<file path="src/rtl/dma_irq_pkg.sv">
package dma_irq_pkg;

    localparam int unsigned WORD_W    = 32;
    localparam int unsigned MAX_CH    = 7;
    localparam int unsigned CTRL_W    = 24;
    localparam int unsigned SPARE_W   = 6;
    localparam int unsigned FORCE_POS = 15;
    localparam int unsigned EN_POS    = 16;
    localparam int unsigned GLB_POS   = 23;
    localparam int unsigned FLAG_POS  = 24;

    // Which channel slots exist for a given channel count
    function automatic logic [MAX_CH-1:0] chan_mask(int unsigned nch);
        logic [MAX_CH-1:0] m;
        m = '0;
        for (int i = 0; i < MAX_CH; i++) begin
            if (i < nch) m[i] = 1'b1;
        end
        return m;
    endfunction

    // Bits of the control half (23:0) that a write may load
    function automatic logic [CTRL_W-1:0] ctrl_mask(int unsigned nch);
        logic [CTRL_W-1:0] m;
        m = '0;
        m[SPARE_W-1:0]       = '1;
        m[FORCE_POS]         = 1'b1;
        m[EN_POS +: MAX_CH]  = chan_mask(nch);
        m[GLB_POS]           = 1'b1;
        return m;
    endfunction

    // Decoded write: whether it targets this register, and the control
    // half as it stands after this cycle
    typedef struct packed {
        logic              hit;
        logic [CTRL_W-1:0] nxt_ctrl;
    } wr_req_t;

endpackage

</file>
<file path="src/rtl/dma_irq_wr_decode.sv">
module dma_irq_wr_decode
    import dma_irq_pkg::*;
#(
    parameter int unsigned        NUM_CH     = 7,
    parameter int unsigned        ADDR_W     = 12,
    parameter logic [ADDR_W-1:0]  REG_OFFSET = 12'h0F4
) (
    input  logic                 wr_en,
    input  logic [ADDR_W-1:0]    wr_addr,
    input  logic [WORD_W-2:0]    wr_data,
    input  logic [CTRL_W-1:0]    ctrl_q,
    output wr_req_t              req,
    output logic [NUM_CH-1:0]    clr
);

    localparam logic [CTRL_W-1:0] LOAD_MASK = ctrl_mask(NUM_CH);

    always_comb begin
        req.hit      = wr_en && (wr_addr == REG_OFFSET);
        req.nxt_ctrl = req.hit ? (wr_data[CTRL_W-1:0] & LOAD_MASK) : ctrl_q;
        clr          = req.hit ? wr_data[FLAG_POS +: NUM_CH] : '0;
    end

endmodule

</file>
<file path="src/rtl/dma_irq_flag_bank.sv">
module dma_irq_flag_bank #(
    parameter int unsigned NUM_CH = 7
) (
    input  logic              clk,
    input  logic              rst,
    input  logic [NUM_CH-1:0] ch_done,
    input  logic [NUM_CH-1:0] ch_en,
    input  logic [NUM_CH-1:0] clr,
    output logic [NUM_CH-1:0] flags_q,
    output logic [NUM_CH-1:0] flags_nx
);

    for (genvar n = 0; n < NUM_CH; n++) begin : g_flag
        logic latch_evt;

        always_comb begin
            latch_evt   = ch_done[n] & ch_en[n];
            // a latched completion wins over a same-cycle clear
            flags_nx[n] = (flags_q[n] & ~clr[n]) | latch_evt;
        end

        always_ff @(posedge clk) begin
            if (rst) flags_q[n] <= 1'b0;
            else     flags_q[n] <= flags_nx[n];
        end

        p_flag_set_r3: assert property (@(posedge clk) disable iff (rst)
            (ch_done[n] && ch_en[n]) |=> flags_q[n])
            else $error("flag %0d not latched", n);

        p_flag_clear_r4: assert property (@(posedge clk) disable iff (rst)
            (clr[n] && !(ch_done[n] && ch_en[n])) |=> !flags_q[n])
            else $error("flag %0d not cleared", n);

        p_flag_hold_r4: assert property (@(posedge clk) disable iff (rst)
            (!clr[n] && !(ch_done[n] && ch_en[n])) |=> $stable(flags_q[n]))
            else $error("flag %0d changed without cause", n);
    end

endmodule

</file>
<file path="src/rtl/dma_irq_edge.sv">
module dma_irq_edge (
    input  logic clk,
    input  logic rst,
    input  logic glb_nx,
    input  logic force_nx,
    input  logic any_flag_nx,
    output logic sent_q,
    output logic irq_set_q
);

    logic master_nx;

    always_comb begin
        master_nx = (glb_nx & any_flag_nx) | force_nx;
    end

    always_ff @(posedge clk) begin
        if (rst) begin
            sent_q    <= 1'b0;
            irq_set_q <= 1'b0;
        end else begin
            sent_q    <= master_nx;
            irq_set_q <= master_nx & ~sent_q;
        end
    end

    p_pulse_on_rise_r6: assert property (@(posedge clk) disable iff (rst)
        irq_set_q |-> (sent_q && !$past(sent_q)))
        else $error("request without a rising master bit");

    p_rise_gives_pulse_r6: assert property (@(posedge clk) disable iff (rst)
        (sent_q && !$past(sent_q)) |-> irq_set_q)
        else $error("rising master bit without request");

    p_sent_drops_r7: assert property (@(posedge clk) disable iff (rst)
        (sent_q && !master_nx) |=> (!sent_q && !irq_set_q))
        else $error("master bit did not drop");

endmodule

</file>
<file path="src/rtl/dma_irq_ctrl.sv">
module dma_irq_ctrl
    import dma_irq_pkg::*;
#(
    parameter int unsigned        NUM_CH     = 7,
    parameter int unsigned        ADDR_W     = 12,
    parameter logic [ADDR_W-1:0]  REG_OFFSET = 12'h0F4
) (
    input  logic                 clk,
    input  logic                 rst,
    input  logic                 wr_en,
    input  logic [ADDR_W-1:0]    wr_addr,
    input  logic [WORD_W-2:0]    wr_data,
    input  logic [NUM_CH-1:0]    ch_done,
    output logic [WORD_W-1:0]    rd_data,
    output logic                 irq_set
);

    localparam logic [CTRL_W-1:0] LOAD_MASK = ctrl_mask(NUM_CH);

    logic [CTRL_W-1:0] ctrl_q;
    wr_req_t           req;
    logic [NUM_CH-1:0] clr;
    logic [NUM_CH-1:0] flags_q;
    logic [NUM_CH-1:0] flags_nx;
    logic [MAX_CH-1:0] flags_word;
    logic              sent_q;

    dma_irq_wr_decode #(
        .NUM_CH     (NUM_CH),
        .ADDR_W     (ADDR_W),
        .REG_OFFSET (REG_OFFSET)
    ) i_decode (
        .wr_en   (wr_en),
        .wr_addr (wr_addr),
        .wr_data (wr_data),
        .ctrl_q  (ctrl_q),
        .req     (req),
        .clr     (clr)
    );

    always_ff @(posedge clk) begin
        if (rst) ctrl_q <= '0;
        else     ctrl_q <= req.nxt_ctrl;
    end

    // enables as held before this cycle gate the completions
    dma_irq_flag_bank #(
        .NUM_CH (NUM_CH)
    ) i_flags (
        .clk      (clk),
        .rst      (rst),
        .ch_done  (ch_done),
        .ch_en    (ctrl_q[EN_POS +: NUM_CH]),
        .clr      (clr),
        .flags_q  (flags_q),
        .flags_nx (flags_nx)
    );

    dma_irq_edge i_edge (
        .clk         (clk),
        .rst         (rst),
        .glb_nx      (req.nxt_ctrl[GLB_POS]),
        .force_nx    (req.nxt_ctrl[FORCE_POS]),
        .any_flag_nx (|flags_nx),
        .sent_q      (sent_q),
        .irq_set_q   (irq_set)
    );

    always_comb begin
        flags_word             = '0;
        flags_word[NUM_CH-1:0] = flags_q;
        rd_data                = {sent_q, flags_word, ctrl_q};
    end

    p_reset_clear_r1: assert property (@(posedge clk)
        rst |=> (rd_data == '0 && !irq_set))
        else $error("register not cleared by reset");

    p_write_load_r2: assert property (@(posedge clk) disable iff (rst)
        (wr_en && wr_addr == REG_OFFSET) |=>
            (rd_data[CTRL_W-1:0] == ($past(wr_data[CTRL_W-1:0]) & LOAD_MASK)))
        else $error("control half does not match write");

    p_master_bit_r5: assert property (@(posedge clk) disable iff (rst)
        rd_data[31] == ((rd_data[GLB_POS] && (|rd_data[30:FLAG_POS])) || rd_data[FORCE_POS]))
        else $error("master bit inconsistent with readback");

    p_no_write_no_change_r8: assert property (@(posedge clk) disable iff (rst)
        (!(wr_en && wr_addr == REG_OFFSET) && ch_done == '0) |=> $stable(rd_data))
        else $error("readback changed without write or completion");

endmodule

</file>
<file path="config.mk">
export PLATFORM = sky130hd
export DESIGN_NAME = dma_irq_ctrl
export DESIGN_NICKNAME = d
export VERILOG_FILES = /design/src/rtl/dma_irq_pkg.sv /design/src/rtl/dma_irq_wr_decode.sv /design/src/rtl/dma_irq_flag_bank.sv /design/src/rtl/dma_irq_edge.sv /design/src/rtl/dma_irq_ctrl.sv
export SDC_FILE = /design/constraint.sdc
export NUM_CORES = 1
export LEC_CHECK = 0
export BUFFER_PORTS_ARGS = -buffer_cell sky130_fd_sc_hd__buf_4
export CORE_MARGIN = 2
export CORE_UTILIZATION = 35
export CTS_CLUSTER_SIZE = 16
export DETAILED_ROUTE_END_ITERATION = 10
export GPL_ROUTABILITY_DRIVEN = 0
export GPL_TIMING_DRIVEN = 0
export MAX_ROUTING_LAYER = met4
export PLACE_DENSITY_LB_ADDON = 0.2
export SYNTH_ARGS = -nofsm -noshare
export SYNTH_HDL_FRONTEND = slang
export SYNTH_SLANG_ARGS = --single-unit
</file>
<file path="constraint.sdc">
create_clock -name clk -period 1.4 [get_ports clk]
set_input_delay 0.07 -clock clk [delete_from_list [all_inputs] [get_ports clk]]
set_output_delay 0.07 -clock clk [all_outputs]
set_load 0.01 [all_outputs]
</file>
==> results_dict.tcl <==
set metrics [dict create \
    syn_avg_cell_area_um2 8.93 \
    ys_seq_area_share_pct 44.4 \
    grt_pass1_vias 1056 \
    min_period_ns 1.31 \
    syn_inst 121 \
    ys_ff_latch 24 \
    final_cell_mix "buf_4, nand2_1, dfxtp_1, a21oi_1" \
    timing.hold.ws_ns 0.00635 \
    fp.dieH_um 59.6 \
    synth.largest_area_cell "dfxtp_1" \
    min_path_type "in2reg" \
    r2r_cells 5 \
    first_pass_iters 4 \
    crit_path_max_fanout 7 \
    nNetsFinal 263 \
    r2r-start "i_flags.flags_q[1]$_SDFF_PP0_" \
    r2r_end "i_edge.irq_set_q$_SDFF_PP0_" \
    drtIter0Drc 22 \
    yosysWarnings 0 \
    cts_buffer_depth 2 \
    dp_hpwl_um 2220 \
    drc 0 \
    worstPathRequired_ns 1.64 \
    crit_start "wr_addr[3]" \
    rows 20 \
    synthToLayoutAreaGrowth_pct 64.8 \
    grt_max_degree 13 \
    wl_per_cell_um 11.9 \
    clockRootBuffer "clkbuf_4" \
    insertion_delay_ns 0.30 \
    cts_sinks 24 \
    netlist_area_um2 1080 \
    port_buffers 67 \
    cts-buffers-inserted 3 \
    setup_viol 0 \
    die-area_um2 3550 \
    slew_violations 0 \
    irDropWorstVdd_uv 355 \
    layout.cells.most_common "buf_4" \
    hold_viol_final 0 \
    path_class "in2reg" \
    drv_cap 0 \
    setup-tns-final_ns 0 \
    vias_per_cell 4.68 \
    skew_ns 0.000763 \
    initial_core_util_pct 36.0 \
    post_cts_buffers 0 \
    r2r_slack_ns 0.14 \
    final_antenna_net_count 0 \
    synth_top_area_share_pct 44.4 \
    fin_crit_sh_pct 93.7 \
    die_w_um 59.6 \
    ys_top_cells_by_area "dfxtp_1, nand2_1, a21oi_1" \
    synth_cell_type_count 27 \
    grt_first_pass_wirelength_um 4490 \
    leakage_uw 0.000816 \
    route.vias.total 1128 \
    crit_path_end "i_edge.irq_set_q$_SDFF_PP0_" \
    grt_overflow 0 \
    wl_um 2870 \
    status "finished, final reports clean" \
    endpoint_kind "flop" \
    htreeDepth 1 \
    grtUsageTotal_pct 17.5 \
    cp.arrival_ns 1.55 \
    clk_pin_slew_worst_paths_ns 0.12 \
    io_pins 86 \
    startpoint_type "primary input" \
    antenna_found_initial 0 \
    cts_tree "yes" \
    rsz0062_at_grt "no" \
    power.density_nw_per_um2 642 \
    fill_cells 280 \
    diodes 0 \
    fmax_mhz 763 \
    placeableCoreArea_um2 3000 \
    drive_above_1_share_pct 44.2 \
]
power breakdown:
part	internal, uW	switching, uW
clock	100	189
sequential	683	0.0527
combinational	117	53.9
total	900	243
cell type report:
cell class              count  area (um^2)  share of cell area, %
inverters                   2         7.51                  0.421
multi-input cells          87          523                   29.4
clock buffers               3         22.5                   1.26
plain buffers              16          114                   6.39
repair buffers             76          593                   33.3
well taps                  33         41.3                   2.32
flip-flops and latches     24          480                   27.0
metrics by stage:
step	cell area (um^2)	cells	power, uW	worst slack (ns)	utilization (%)
after floorplan	1120	129	747	0.00498	-
after global placement	1660	229	845	-0.237	55.4
after detailed placement	1660	229	849	-0.266	55.4
after CTS	1770	240	1150	0.0604	58.8
after global routing	1780	241	1190	0.00499	59.3
final	1780	241	1140	0.0887	59.3
timing repair:
| action | CTS | global route |
|---|---|---|
| gates resized for setup | 0 | 1 |
| hold endpoints to repair | 8 | 1 |
| setup endpoints to repair | 0 | 1 |
| hold buffers | 8 | 1 |
per-layer routing:
metal  track usage, %  vias to the layer above  part of all wire (%)
li1                 -                      568                     -
met1             19.6                      496                    42
met2             29.5                       54                    48
met3             2.62                       10                   6.5
met4             10.2                        0                   3.4
met5                -                        -                     0
worst min path at each step:
stage	from	to	slack, ns	cells past startpoint
after floorplan	wr_data[0]	ctrl_q[0]$_SDFFE_PP0N_	0.21	2
after global placement	ch_done[0]	i_flags.flags_q[0]$_SDFF_PP0_	0.31	3
after detailed placement	ch_done[0]	i_flags.flags_q[0]$_SDFF_PP0_	0.32	3
after CTS	wr_data[1]	ctrl_q[1]$_SDFFE_PP0N_	0.002	3
after global routing	wr_data[2]	ctrl_q[2]$_SDFFE_PP0N_	0.006	3
final	ch_done[2]	i_flags.flags_q[2]$_SDFF_PP0_	0.006	3
worst max-delay path: stages:
cell and delay, ns:
buf_4 0.12, nor4bb_4 0.29, and4_1 0.24, buf_6 0.14, mux2i_4 0.24, and4b_1 0.24
a211oi_2 0.21
kinds of logic after synthesis:
| logic type | after synthesis | synth area share [%] |
|---|---|---|
| other | 1 | 0.347 |
| multiplexers | 2 | 3.12 |
| AO/OA/AOI/OAI | 26 | 17.1 |
| AND/OR/NAND/NOR | 50 | 23.7 |
| buffers and inverters | 18 | 11.2 |
| flip-flops | 24 | 44.4 |
registers in the layout (all words and copies together), names as in the netlist:
register,count
ctrl_q,15
i_edge.irq_set_q,1
i_flags.flags_q,7
i_edge.sent_q,1
synthesized netlist by cell type:
cell / number
nand2_1: 30
dfxtp_1: 24
a21oi_1: 17
buf_4: 10
nor2_1: 6
nor2b_1: 6
a221oi_2: 4
clkbuf_1: 3
buf_6: 2
inv_1: 2
a211oi_1: 1
a21boi_0: 1
a221oi_1: 1
a2bb2oi_1: 1
and2_1: 1
and3_4: 1
and4_1: 1
and4b_1: 1
and4bb_1: 1
buf_2: 1
conb_1: 1
mux2_1: 1
mux2i_4: 1
nand4_1: 1
nor4_2: 1
nor4bb_2: 1
o211ai_1: 1
No activity file was read; power rests on OpenSTA's default activity.
